## src/rtl/baud_gen_pkg.sv

```systemverilog
package baud_gen_pkg;

    // Tick timer states
    typedef enum logic [1:0] {
        TG_OFF = 2'd0,
        TG_RUN = 2'd1,
        TG_PAD = 2'd2
    } tg_state_e;

    // Divisor commit states
    typedef enum logic {
        CM_SYNCED = 1'b0,
        CM_ARMED  = 1'b1
    } cm_state_e;

endpackage

```

## src/rtl/baud_div_stage.sv

```systemverilog
module baud_div_stage
    import baud_gen_pkg::*;
#(
    parameter int INT_W  = 16,
    parameter int FRAC_W = 6
) (
    input  logic              clk,
    input  logic              rst_n,
    input  logic              int_wr,
    input  logic [INT_W-1:0]  int_wdata,
    input  logic              frac_wr,
    input  logic [FRAC_W-1:0] frac_wdata,
    input  logic              lcr_wr,
    input  logic              tx_busy,
    input  logic              rx_busy,
    output logic [INT_W-1:0]  act_int,
    output logic [FRAC_W-1:0] act_frac,
    output logic              load
);

    cm_state_e         st_q, st_d;
    logic [INT_W-1:0]  stage_int_q, pend_int_q;
    logic [FRAC_W-1:0] stage_frac_q, pend_frac_q;
    logic              engines_idle;
    logic              do_apply;

    assign engines_idle = !tx_busy && !rx_busy;
    assign do_apply     = (st_q == CM_ARMED) && !lcr_wr && engines_idle;

    // State register
    always_ff @(posedge clk or negedge rst_n) begin
        if (!rst_n) st_q <= CM_SYNCED;
        else        st_q <= st_d;
    end

    // Next-state logic
    always_comb begin
        st_d = st_q;
        unique case (st_q)
            CM_SYNCED: if (lcr_wr) st_d = CM_ARMED;
            CM_ARMED: begin
                if (lcr_wr)             st_d = CM_ARMED;
                else if (engines_idle)  st_d = CM_SYNCED;
            end
            default: st_d = CM_SYNCED;
        endcase
    end

    // Staging, pending and active divisor registers
    always_ff @(posedge clk or negedge rst_n) begin
        if (!rst_n) begin
            stage_int_q  <= '0;
            stage_frac_q <= '0;
            pend_int_q   <= '0;
            pend_frac_q  <= '0;
            act_int      <= '0;
            act_frac     <= '0;
            load         <= 1'b0;
        end else begin
            load <= 1'b0;
            if (int_wr)  stage_int_q  <= int_wdata;
            if (frac_wr) stage_frac_q <= frac_wdata;
            if (lcr_wr) begin
                pend_int_q  <= stage_int_q;
                pend_frac_q <= stage_frac_q;
            end
            if (do_apply) begin
                act_int  <= pend_int_q;
                act_frac <= pend_frac_q;
                load     <= 1'b1;
            end
        end
    end

    AST_HOLD_WHILE_BUSY: assert property (@(posedge clk) disable iff (!rst_n)
        (tx_busy || rx_busy) |=> ($stable(act_int) && $stable(act_frac)));

    AST_LOAD_WHEN_IDLE: assert property (@(posedge clk) disable iff (!rst_n)
        load |-> $past(!tx_busy && !rx_busy));

    AST_CHANGE_NEEDS_ARM: assert property (@(posedge clk) disable iff (!rst_n)
        !($stable(act_int) && $stable(act_frac)) |-> $past(st_q == CM_ARMED));

endmodule

```

## src/rtl/baud_frac_timer.sv

```systemverilog
module baud_frac_timer
    import baud_gen_pkg::*;
#(
    parameter int INT_W  = 16,
    parameter int FRAC_W = 6
) (
    input  logic              clk,
    input  logic              rst_n,
    input  logic              enable,
    input  logic              load,
    input  logic [INT_W-1:0]  act_int,
    input  logic [FRAC_W-1:0] act_frac,
    output logic              os_tick
);

    localparam int SUM_W = FRAC_W + 1;

    tg_state_e         st_q, st_d;
    logic [INT_W-1:0]  cnt_q;
    logic [FRAC_W-1:0] acc_q;
    logic [INT_W-1:0]  last_cnt;
    logic [FRAC_W-1:0] frac_eff;
    logic [SUM_W-1:0]  sum;
    logic              stretch;
    logic              at_end;

    // Integer 0 means ratio 1 and ignores the fraction
    assign last_cnt = (act_int == '0) ? '0 : act_int - INT_W'(1);
    assign frac_eff = (act_int == '0) ? '0 : act_frac;
    assign sum      = {1'b0, acc_q} + {1'b0, frac_eff};
    assign stretch  = sum[FRAC_W];
    assign at_end   = (cnt_q == last_cnt);

    // State register
    always_ff @(posedge clk or negedge rst_n) begin
        if (!rst_n) st_q <= TG_OFF;
        else        st_q <= st_d;
    end

    // Next-state logic
    always_comb begin
        st_d = st_q;
        if (!enable) begin
            st_d = TG_OFF;
        end else if (load) begin
            st_d = TG_RUN;
        end else begin
            unique case (st_q)
                TG_OFF: st_d = TG_RUN;
                TG_RUN: st_d = (at_end && stretch) ? TG_PAD : TG_RUN;
                TG_PAD: st_d = TG_RUN;
                default: st_d = TG_OFF;
            endcase
        end
    end

    // Counter, accumulator and tick output
    always_ff @(posedge clk or negedge rst_n) begin
        if (!rst_n) begin
            cnt_q   <= '0;
            acc_q   <= '0;
            os_tick <= 1'b0;
        end else begin
            os_tick <= 1'b0;
            if (load || !enable) begin
                cnt_q <= '0;
                acc_q <= '0;
            end else begin
                unique case (st_q)
                    TG_OFF: begin
                        cnt_q <= '0;
                        acc_q <= '0;
                    end
                    TG_RUN: begin
                        if (at_end) begin
                            cnt_q <= '0;
                            if (!stretch) begin
                                os_tick <= 1'b1;
                                acc_q   <= sum[FRAC_W-1:0];
                            end
                        end else begin
                            cnt_q <= cnt_q + INT_W'(1);
                        end
                    end
                    TG_PAD: begin
                        cnt_q   <= '0;
                        os_tick <= 1'b1;
                        acc_q   <= sum[FRAC_W-1:0];
                    end
                    default: cnt_q <= '0;
                endcase
            end
        end
    end

    AST_QUIET_AFTER_DISABLE: assert property (@(posedge clk) disable iff (!rst_n)
        !$past(enable) |-> !os_tick);

    AST_PAD_FROM_RUN: assert property (@(posedge clk) disable iff (!rst_n)
        (st_q == TG_PAD) |-> ($past(st_q) == TG_RUN));

    AST_NO_PAD_AT_UNITY: assert property (@(posedge clk) disable iff (!rst_n)
        (act_int == '0) |-> (st_q != TG_PAD));

    AST_TICK_ONE_WIDE: assert property (@(posedge clk) disable iff (!rst_n)
        (os_tick && act_int > INT_W'(1)) |=> !os_tick);

endmodule

```

## src/rtl/baud_os_divider.sv

```systemverilog
module baud_os_divider #(
    parameter int OS_STD  = 16,
    parameter int OS_FAST = 8
) (
    input  logic clk,
    input  logic rst_n,
    input  logic restart,
    input  logic hs_sel,
    input  logic os_tick,
    output logic baud_tick
);

    localparam int CNT_W = $clog2(OS_STD);

    logic [CNT_W-1:0] cnt_q;
    logic [CNT_W-1:0] last_cnt;

    assign last_cnt = hs_sel ? CNT_W'(OS_FAST - 1) : CNT_W'(OS_STD - 1);

    always_ff @(posedge clk or negedge rst_n) begin
        if (!rst_n) begin
            cnt_q     <= '0;
            baud_tick <= 1'b0;
        end else begin
            baud_tick <= 1'b0;
            if (restart) begin
                cnt_q <= '0;
            end else if (os_tick) begin
                if (cnt_q >= last_cnt) begin
                    cnt_q     <= '0;
                    baud_tick <= 1'b1;
                end else begin
                    cnt_q <= cnt_q + CNT_W'(1);
                end
            end
        end
    end

    AST_BAUD_AFTER_TICK: assert property (@(posedge clk) disable iff (!rst_n)
        baud_tick |-> $past(os_tick));

endmodule

```

## src/rtl/baud_rate_gen.sv

```systemverilog
module baud_rate_gen #(
    parameter int INT_W   = 16,
    parameter int FRAC_W  = 6,
    parameter int OS_STD  = 16,
    parameter int OS_FAST = 8
) (
    input  logic              clk,
    input  logic              rst_n,
    input  logic              enable,
    input  logic              hs_sel,
    input  logic              div_int_wr,
    input  logic [INT_W-1:0]  div_int_wdata,
    input  logic              div_frac_wr,
    input  logic [FRAC_W-1:0] div_frac_wdata,
    input  logic              lcr_wr,
    input  logic              tx_busy,
    input  logic              rx_busy,
    output logic              os_tick,
    output logic              baud_tick
);

    logic [INT_W-1:0]  act_int;
    logic [FRAC_W-1:0] act_frac;
    logic              load;
    logic              os_restart;

    assign os_restart = load || !enable;

    baud_div_stage #(.INT_W(INT_W), .FRAC_W(FRAC_W)) u_stage (
        .clk        (clk),
        .rst_n      (rst_n),
        .int_wr     (div_int_wr),
        .int_wdata  (div_int_wdata),
        .frac_wr    (div_frac_wr),
        .frac_wdata (div_frac_wdata),
        .lcr_wr     (lcr_wr),
        .tx_busy    (tx_busy),
        .rx_busy    (rx_busy),
        .act_int    (act_int),
        .act_frac   (act_frac),
        .load       (load)
    );

    baud_frac_timer #(.INT_W(INT_W), .FRAC_W(FRAC_W)) u_timer (
        .clk      (clk),
        .rst_n    (rst_n),
        .enable   (enable),
        .load     (load),
        .act_int  (act_int),
        .act_frac (act_frac),
        .os_tick  (os_tick)
    );

    baud_os_divider #(.OS_STD(OS_STD), .OS_FAST(OS_FAST)) u_osdiv (
        .clk       (clk),
        .rst_n     (rst_n),
        .restart   (os_restart),
        .hs_sel    (hs_sel),
        .os_tick   (os_tick),
        .baud_tick (baud_tick)
    );

endmodule

```

## config.mk

```make
export PLATFORM = sky130hd
export DESIGN_NAME = baud_rate_gen
export DESIGN_NICKNAME = d
export VERILOG_FILES = /design/src/rtl/baud_gen_pkg.sv /design/src/rtl/baud_div_stage.sv /design/src/rtl/baud_frac_timer.sv /design/src/rtl/baud_os_divider.sv /design/src/rtl/baud_rate_gen.sv
export SDC_FILE = /design/constraint.sdc
export NUM_CORES = 1
export LEC_CHECK = 0
export CAP_MARGIN = 10
export CORE_AREA = 2 2 112 92
export CTS_CLUSTER_DIAMETER = 40
export DETAILED_ROUTE_END_ITERATION = 8
export DIE_AREA = 0 0 114 94
export DONT_BUFFER_PORTS = 1
export PLACE_DENSITY = 0.81
export SYNTH_ARGS = -nofsm -noshare
export SYNTH_HDL_FRONTEND = slang
export SYNTH_SLANG_ARGS = --single-unit
export TNS_END_PERCENT = 1
```

## constraint.sdc

```tcl
create_clock -name clk -period 3.9 [get_ports clk]
set_input_delay 0.585 -clock clk [delete_from_list [all_inputs] [get_ports clk]]
set_output_delay 0.585 -clock clk [all_outputs]
set_load 0.005 [all_outputs]
```

=== Word level (Yosys, flattened, before mapping) ===
Index checks and enable logic that the tools add are counted.
W data, S select, Z words.

* Output and inout port bits: 2
* Input bits: 31
* Flip-flop bits (word level): 98
* Logic and storage cells: 69

* Muxes and demuxes: 29
* Equal/unequal tests: 5
* Reduce and logical (&&, ||, !) cells: 15
* Magnitude comparators: 1
* Bitwise operators: 1
* Add/sub/neg operators: 4

{| class="wikitable"
|+ Operators by type and width
! operator !! number
|-
| $mux W16 || 4
|-
| $mux W6 || 4
|-
| $pmux W6 S3 || 1
|-
| $add A16 B1 Y16 const B || 1
|-
| $eq A16 B16 Y1 || 1
|-
| $logic_not A16 Y1 || 1
|-
| $mux W4 || 4
|-
| $sub A16 B1 Y16 const B || 1
|-
| $mux W1 || 10
|-
| $add A6 B6 Y7 || 1
|-
| $mux W2 || 3
|-
| $add A4 B1 Y4 const B || 1
|-
| $ge A4 B4 Y1 || 1
|-
| $logic_and A1 B1 Y1 || 4
|-
| $logic_not A1 Y1 || 4
|-
| $pmux W1 S2 || 2
|-
| $pmux W2 S2 || 1
|-
| $reduce_bool A4 Y1 || 1
|-
| $ne A3 B2 Y1 const B || 1
|-
| $ne A3 B3 Y1 const B || 1
|-
| $reduce_and A3 Y1 || 1
|-
| $eq A2 B1 Y1 const B || 1
|-
| $eq A2 B2 Y1 const B || 1
|-
| $logic_not A2 Y1 || 1
|-
| other kinds (4) || 4
|}

=== Logic depth before layout (Yosys ltp) ===
Gate-level depths: netlist of the first run.

* Depth in word-level cells: 8
* Mapped depth: 18
* Depth with buffers taken out: 16

=== By module ===
From an unflattened synthesis of the first run, not the netlist that was laid out.

* Cells, all modules: 471
* Area total of the unflattened synthesis: 5226.3 µm²

{| class="wikitable"
|+ Modules (own cells, without submodules)
! module !! area each (µm²) !! sequential area each (µm²) !! times used !! cells an instance
|-
| baud_div_stage || 2536.2 || 1701.6 || 1 || 145
|-
| baud_frac_timer || 2428.6 || 625.6 || 1 || 301
|-
| baud_os_divider || 255.2 || 125.1 || 1 || 24
|-
| baud_rate_gen || 6.3 || 0.0 || 1 || 1
|}

=== Worst setup path before layout of the first run ===
No wires, ideal clock.

* Kind: flip-flop to flip-flop
* Start point: register u_stage.act_int[13]
* End point: register u_timer.acc_q[2]
* Buffers on the path: 3
* Required time: 3.768 ns
* Library setup time: 0.132 ns
* Arrival time: 3.729 ns
* Clock period less this slack: 3.860 ns
* Stages on the path, launching flop included: 18
* Path slack: 0.040 ns
* Path through: dfrtp_1 clkbuf_1 or3_1 nand3b_1 or2_0 clkbuf_1 and2_1 ha_1 fa_1 a21o_1 a21oi_1 o21ai_0 nor3_1 nand2_1 nor4_4 and2_1 buf_6 o211ai_2

* Cells in the longest elaborated chain, start to end: 7
* Elaborated cells on any way between the ends: 13
* Those cells by class: 2 x add/sub; 3 x eq/ne; 6 x mux; 2 x reduce/logical

{| class="wikitable"
|+ RTL lines
! element !! RTL line !! source
|-
| start: declaration || baud_div_stage.sv:16 || <nowiki>output logic [INT_W-1:0] act_int,</nowiki>
|-
| start signal: assignment || baud_div_stage.sv:68 || <nowiki>act_int <= pend_int_q;</nowiki>
|-
| parallel branches: the longest is 7 deep, another holds $sub A16 B1 Y16 || n/a ||
|-
| end signal: assignment || baud_frac_timer.sv:79 || <nowiki>acc_q <= sum[FRAC_W-1:0];</nowiki>
|-
| end signal: assignment || baud_frac_timer.sv:88 || <nowiki>acc_q <= sum[FRAC_W-1:0];</nowiki>
|-
| end: declaration || baud_frac_timer.sv:20 || <nowiki>logic [FRAC_W-1:0] acc_q;</nowiki>
|}

Several ways; the timed one is not identified. The select of a mux whose other input is x is not followed.
A chain may end at the register's enable or synchronous reset.

=== Worst setup path after layout of the first run ===
* Start point: register u_stage.act_int[0]
* End point: register u_timer.acc_q[0]

Same word-level chain as after synthesis.

==> reports/metrics.cfg, run 1 <==
[clock_network]
clkTransAtPathRegs_ns = 0.07
clock_latency_ns = 0.34
clock_path_buffers = 2
tritoncts = built
root_buffer = clkbuf_16
htreeDepth = 3
cts_buffers = 9
clkSinkCount = 98
postCtsSetupBuffers = 0

[die]
rows = 32
die_area_um2 = 10720
io_pins = 33
fp.dieW_um = 114
coreArea_um2 = 9529
initial_core_util_pct = 55.17
die_y_um = 94

[critical_path]
cp_slowest_stage_delay_ns = 0.42
critPathLaunchType = register
worstSetupPathType = reg -> reg
worstPathArrival_ns = 3.80
cp-end-kind = register
cp.required_ns = 4.11
crit_fanout = 6
path_common_cell = nand2_1
crit_buf_inv = 1
worstPathCellList = inv_1 -> ha_2 -> nor3b_4 -> nand2_1 -> or2_0 -> and2_1 -> ha_1 -> fa_1 -> a21o_1 -> a21oi_2 -> o21ai_1 -> nor3_1 -> nand2_1 -> nor4_4 -> and2_4 -> o211ai_2
crit_slowest_cell = fa_1
path_delay_family = simple AND/OR/NAND/NOR gates

[placement]
hpwlAfterDp_um = 7805
io_buffers = 0
place_congestion = 0.9204

[outcome]
status = finished, final reports clean

[synthesis]
syn-cell-area_um2 = 5258
synth_seq_cells = 98
ys_warn_count = 0
synth_nets = 522
ys.flop_type = dfrtp_1
syn-instance-count = 476
synthArstFlopShare_pct = 100.0
synth_seq_area_share_pct = 46.64
synth.avg_cell_area_um2 = 11.05
synth_cell_type_count = 63
synth_edf_count = 0

[global_route]
grt_max_degree = 99
grt_pass1_vias = 3625
grt_overflow = 0
grt_pass1_wl_um = 18410
antenna_found_initial = 0
grt_use_total_pct = 22.20

[sta]
slew_viol_final = 0
max_freq_mhz = 278.3
max_slew_margin_pct = 36.47
timing.final.crit_share_pct = 92.14
setup_viol = 0
hold_viol = 0
tightestPinTransition_ns = 0.9510
period_needed_ns = 3.594
finClkSkew_ns = 0.009962
rsz0062_at_grt = no
tns_ns = 0

[final_layout]
layout-drive-gt1-share_pct = 25.15
syn_to_final_growth_pct = 9.377
fillers = 775
diodes = 0
nNetsFinal = 526

[detailed_routing]
final_antenna_net_count = 0
drt_wl_total_um = 11070
dr.pass1.iters = 4
route.vias.total = 3643
drc_errors = 0
post_drt_wl_per_cell_um = 18.33
viasPerCell = 6.031
drt_iter0_drc = 260

[pwr]
powerDensity_nw_per_um2 = 490.9
ir_drop_mv = 0.4537
finalPower_mw = 2.823
p_leak_nw = 2.357

[hold_path]
hold_path_class = in -> async

[flow_run]
maxCapViolCount = 0

==> cells in the final DEF (no fill, tap or decap), types with 2 or more instances in the layout <==
cell type and count:
nor4_1 8, nand2b_1 4, nand3_1 27, a32oi_1 4, nand4_1 3, o21ai_0 12
ha_1 13, xor2_1 9, nor4b_1 2, dfrtp_1 98, a21o_1 3, a31o_2 2
nor3_1 10, and2_1 6, a21oi_1 12, buf_4 14, or3_1 6, xnor2_1 21
o211ai_2 6, clkinvlp_4 2, nor4_4 2, nand2_1 14, or4_1 2, o21a_1 3
a22oi_1 2, nor3b_1 2, o22ai_1 3, inv_1 14, nor2b_1 6, mux2_2 67
nor2_1 41, a31oi_1 4, o31ai_1 2, clkbuf_16 9, and3_1 10, nor4_2 2
mux2i_1 2
==> final cells by class <==
class	count	area (µm²)	share of cell area, %
Inverter	14	52.55	0.9138
Sequential cell	98	2452	42.65
Clock buffer	10	239.0	4.156
Multi-Input combinational cell	342	2676	46.54
Clock inverter	6	48.80	0.8486
Tap cell	119	148.9	2.589
Timing Repair Buffer	15	132.6	2.306
==> timing repair <==
item,in CTS,in global routing
pin swaps,0,0
resized for setup,1,6
hold buffers,1,0
endpoints found under the setup margin,2,7
endpoints found under the hold margin,98,0
==> cells in the mapped netlist, drive strengths merged (9+ instances only) <==
cell,instances,share of area [%]
a21oi,13,1.2
and3,11,1.4
clkbuf,16,1.1
dfrtp,98,47
ha,14,3.3
inv,14,1.0
mux2,67,14
nand2,14,1.0
nand3,27,2.6
nor2,42,3.0
nor3,11,1.1
nor4,12,2.2
o21ai,13,1.2
xnor2,21,3.5
xor2,9,1.5
==> logic make-up (layout without fill, tap and decap cells) <==
kind of cell             Yosys count  in the layout  share of synthesized area (%)
flip-flops                        98             98                          46.64
XOR/XNOR                          30             30                          4.998
AND/OR/NAND/NOR                  157            157                          16.78
AO/OA/AOI/OAI                     71             71                          10.19
multiplexers                      69             69                          14.73
buffers and inverters             36             45                          2.951
adder cells (fa/ha/maj)           15             15                          3.713
==> final timing paths <==
| check | from | endpoint | slack (ns) | depth (start not counted) |
|---|---|---|---|---|
| setup reg to reg | u_stage.act_int[0] | u_timer.acc_q[0] | 0.31 | 16 |
| hold / removal | rst_n | u_stage.act_int[4] | 0.17 | 1 |
| max in group asynchronous | rst_n | u_timer.cnt_q[15] | 3.38 | 1 |
| hold reg to reg | u_stage.pend_int_q[0] | u_stage.act_int[0] | 0.48 | 2 |
| min in group clk | lcr_wr | u_stage.st_q | 0.37 | 1 |
| setup / recovery | u_stage.act_int[0] | u_timer.acc_q[0] | 0.31 | 16 |
==> worst reg2reg max path, cell delays in order, from the launching register on <==
cell	delay, ns
dfrtp_1	0.39
inv_1	0.14
ha_2	0.23
nor3b_4	0.21
nand2_1	0.08
or2_0	0.26
and2_1	0.18
ha_1	0.21
fa_1	0.42
a21o_1	0.19
a21oi_2	0.17
o21ai_1	0.15
nor3_1	0.18
nand2_1	0.12
nor4_4	0.18
and2_4	0.25
o211ai_2	0.11
==> flip-flops by register name, summed over array words and instances (netlist names), 6 cells and up <==
signal / cells
u_timer.acc_q: 6
u_stage.act_frac: 6
u_stage.stage_int_q: 16
u_timer.cnt_q: 16
u_stage.pend_frac_q: 6
u_stage.stage_frac_q: 6
u_stage.pend_int_q: 16
u_stage.act_int: 16
==> through the flow <==
stage	std cells	instance area [µm²]	utilization (%)	worst slack [ns]	hold slack, ns
CTS	604	5732	60.15	0.08283	0.1767
global placement	587	5415	56.83	0.2768	0.2910
floorplan	476	5258	-	0.03985	0.2894
detailed placement	587	5415	56.83	-0.002085	0.2907
finish	604	5751	60.35	0.3064	0.1670
global route	604	5751	60.35	0.03782	0.2025
==> routing by layer <==
metal / part of all wire [%] / vias to the layer above / GRT usage, %
met4: 1.3 / 0 / 5.894
li1: - / 1735 / -
met1: 47 / 1809 / 30.68
met5: 0 / - / 0
met3: 4.2 / 13 / 4.065
met2: 47 / 86 / 36.31
==> where the power goes <==
group	switching, mW	internal [mW]	total [mW]
clock network	0.392	0.457	0.848
logic	0.360	0.334	0.694
registers	0.129	1.15	1.28
total	0.880	1.94	2.82
Note: power is estimated with default switching activity, not from simulation.
==> run 2, diff against run 1 <==
--- a/config.mk
+++ b/config.mk
@@ -6,12 +6,12 @@
 export NUM_CORES = 1
 export LEC_CHECK = 0
 export CAP_MARGIN = 10
-export CORE_AREA = 2 2 112 92
+export CORE_AREA = 2 2 110 91
 export CTS_CLUSTER_DIAMETER = 40
 export DETAILED_ROUTE_END_ITERATION = 8
-export DIE_AREA = 0 0 114 94
+export DIE_AREA = 0 0 112 93
 export DONT_BUFFER_PORTS = 1
-export PLACE_DENSITY = 0.81
+export PLACE_DENSITY = 0.83
 export SYNTH_ARGS = -nofsm -noshare
 export SYNTH_HDL_FRONTEND = slang
 export SYNTH_SLANG_ARGS = --single-unit
==> run 2 against run 1 <==
Net effect: maximum frequency is 0.45% lower; clock skew hardly changed; setup slack worse by 0.016 ns; die area is 2.8% lower; clock-buffer cell count stayed put; critical path type unchanged; largest cell class unchanged.
==> reports/metrics.cfg, run 2 (synthesized netlist as in run 1, its figures left out) <==
[clock_network]
tritoncts = built
clkTransAtPathRegs_ns = 0.07  ; about the same
htreeDepth = 3  ; unchanged
root_buffer = clkbuf_16
cts_buffers = 9  ; unchanged
clock_path_buffers = 2  ; unchanged
clock_latency_ns = 0.34  ; about the same
clkSinkCount = 98  ; unchanged

[final_layout]
layout-drive-gt1-share_pct = 24.43  ; -0.72 points
final_cell_mix = dfrtp_1, mux2_2, nor2_1, nand3_1, xnor2_1
final_common_cell = dfrtp_1
design_area_um2 = 5742  ; -0.15%
syn_to_final_growth_pct = 9.210
diodes = 0  ; unchanged
utilization_pct = 61.28  ; +0.94 points
fillers = 749  ; -3.4%
nNetsFinal = 524  ; -0.38%

[critical_path]
r2r_slack_ns = 0.29  ; -0.02 ns
worstRegToRegCells = 17  ; +1
cp-end-kind = register
critPathLaunchType = register
worstPathArrival_ns = 3.89  ; +0.09 ns
r2r-end = u_timer.os_tick
worstSetupPathType = reg -> reg
cp.required_ns = 4.18  ; +0.07 ns
crit_fanout = 7  ; +1
r2r-start = u_stage.act_int[0]

[placement]
hpwlAfterDp_um = 7568  ; -3.0%
dpl_cell_area_um2 = 5400  ; -0.28%
pre_cts_ws_ns = 0.09536  ; +0.09744 ns
io_buffers = 0  ; unchanged
place_congestion = 0.9332  ; +1.4%

[sta]
hold_viol = 0  ; unchanged
layout_setup_ws_ns = 0.2901  ; -0.01631 ns
rsz0062_at_grt = no
timing.final.crit_share_pct = 92.56  ; +0.42 points
tns_ns = 0  ; unchanged
setup_viol = 0  ; unchanged
max_freq_mhz = 277.0  ; -0.45%
max_slew_margin_pct = 45.61  ; +9.1 points
slew_viol_final = 0  ; unchanged
tightestPinTransition_ns = 0.8057  ; -0.1453 ns
finClkSkew_ns = 0.01009  ; +0.0001269 ns
period_needed_ns = 3.610  ; +0.01631 ns
holdWs_ns = 0.1489  ; -0.01804 ns

[global_route]
grt_max_degree = 99  ; unchanged
grt_use_total_pct = 21.96  ; -0.24 points
grt_pass1_vias = 3772  ; +4.1%
grt_pass1_wl_um = 18470  ; +0.34%
antenna_found_initial = 0  ; unchanged
grt_overflow = 0  ; unchanged

[detailed_routing]
drt_wl_total_um = 10770  ; -2.7%
final_antenna_net_count = 0  ; unchanged
viasPerCell = 6.209  ; +2.9%
route.vias.total = 3738  ; +2.6%
post_drt_wl_per_cell_um = 17.89  ; -2.4%
drc_errors = 0  ; unchanged
dr.pass1.iters = 5  ; +1
drt_iter0_drc = 297  ; +14%

[die]
initial_core_util_pct = 56.12  ; +0.94 points
coreArea_um2 = 9369  ; -1.7%
die_area_um2 = 10420  ; -2.8%
die_y_um = 93  ; -1.1%
fp.dieW_um = 112  ; -1.8%
io_pins = 33  ; unchanged
rows = 32  ; unchanged

[pwr]
p_leak_nw = 2.354  ; -0.12%
powerDensity_nw_per_um2 = 498.5  ; +1.6%
ir_drop_mv = 0.3343  ; -26%

[hold_path]
hold_path_class = in -> async

[outcome]
status = finished, final reports clean

[flow_run]
maxCapViolCount = 0  ; unchanged

run 2: power by group:
group,switching (mW),internal [mW]
clock network,0.404,0.506
logic,0.347,0.318
registers,0.135,1.15
total,0.887,1.98
run 2: timing repair:
action,CTS,global route
resized for setup,0,5
hold buffers,1,0
endpoints found under the setup margin,0,7
setup buffers,0,0
hold endpoints to repair,98,0
run 2: stage by stage:
stage	total power, mW	cells
after floorplan	1.770	476
after global placement	1.884	585
after detailed placement	1.921	585
after CTS	2.862	602
after global routing	3.000	602
final	2.862	602
run 2: worst max-delay path by stage:
| stage | from | endpoint | slack [ns] | cells after the start |
|---|---|---|---|---|
| final | u_stage.act_int[0] | u_timer.os_tick | 0.29 | 17 |
| after global routing | u_stage.act_int[0] | u_timer.os_tick | 0.04 | 17 |
| after CTS | u_stage.act_int[0] | u_timer.acc_q[3] | 0.10 | 16 |
| after detailed placement | u_stage.act_int[0] | u_timer.acc_q[3] | 0.1 | 16 |
| after global placement | u_stage.act_int[0] | u_timer.acc_q[3] | 0.30 | 16 |
| after floorplan | u_stage.act_int[13] | u_timer.acc_q[2] | 0.04 | 17 |
run 2: area by class of cell:
| type | count | area [µm²] | area share [%] |
|---|---|---|---|
| clock inverter | 6 | 71.32 | 1.242 |
| tap | 119 | 148.9 | 2.593 |
| inverter | 14 | 52.55 | 0.9152 |
| multi-input combinational | 342 | 2670 | 46.50 |
| clock buffer | 10 | 229.0 | 3.988 |
| sequential | 98 | 2452 | 42.71 |
| timing repair buffer | 13 | 117.6 | 2.048 |
run 2: critical path: stages, from the launching register on:
cell     delay (ns)
dfrtp_1        0.39
inv_1          0.13
ha_1           0.21
nor3b_2        0.20
nand2_1        0.11
or2_0          0.26
and2_1         0.18
ha_1           0.20
fa_1           0.42
a21o_1         0.17
a21oi_1        0.21
o21ai_1        0.16
nor3_1         0.18
nand2_1        0.12
nor4_4         0.18
buf_4          0.20
a31oi_1        0.09
nor2_1         0.12
run 2: per-layer routing:
layer / vias up / track usage [%] / part of all wire [%] / routed length, µm
met1: 1823 / 30.25 / 44 / 4753
met4: 0 / 5.285 / 1.5 / 157
met2: 159 / 36.01 / 48 / 5130
li1: 1736 / - / - / -
met3: 20 / 4.861 / 6.8 / 730
met5: - / 0 / 0 / 0
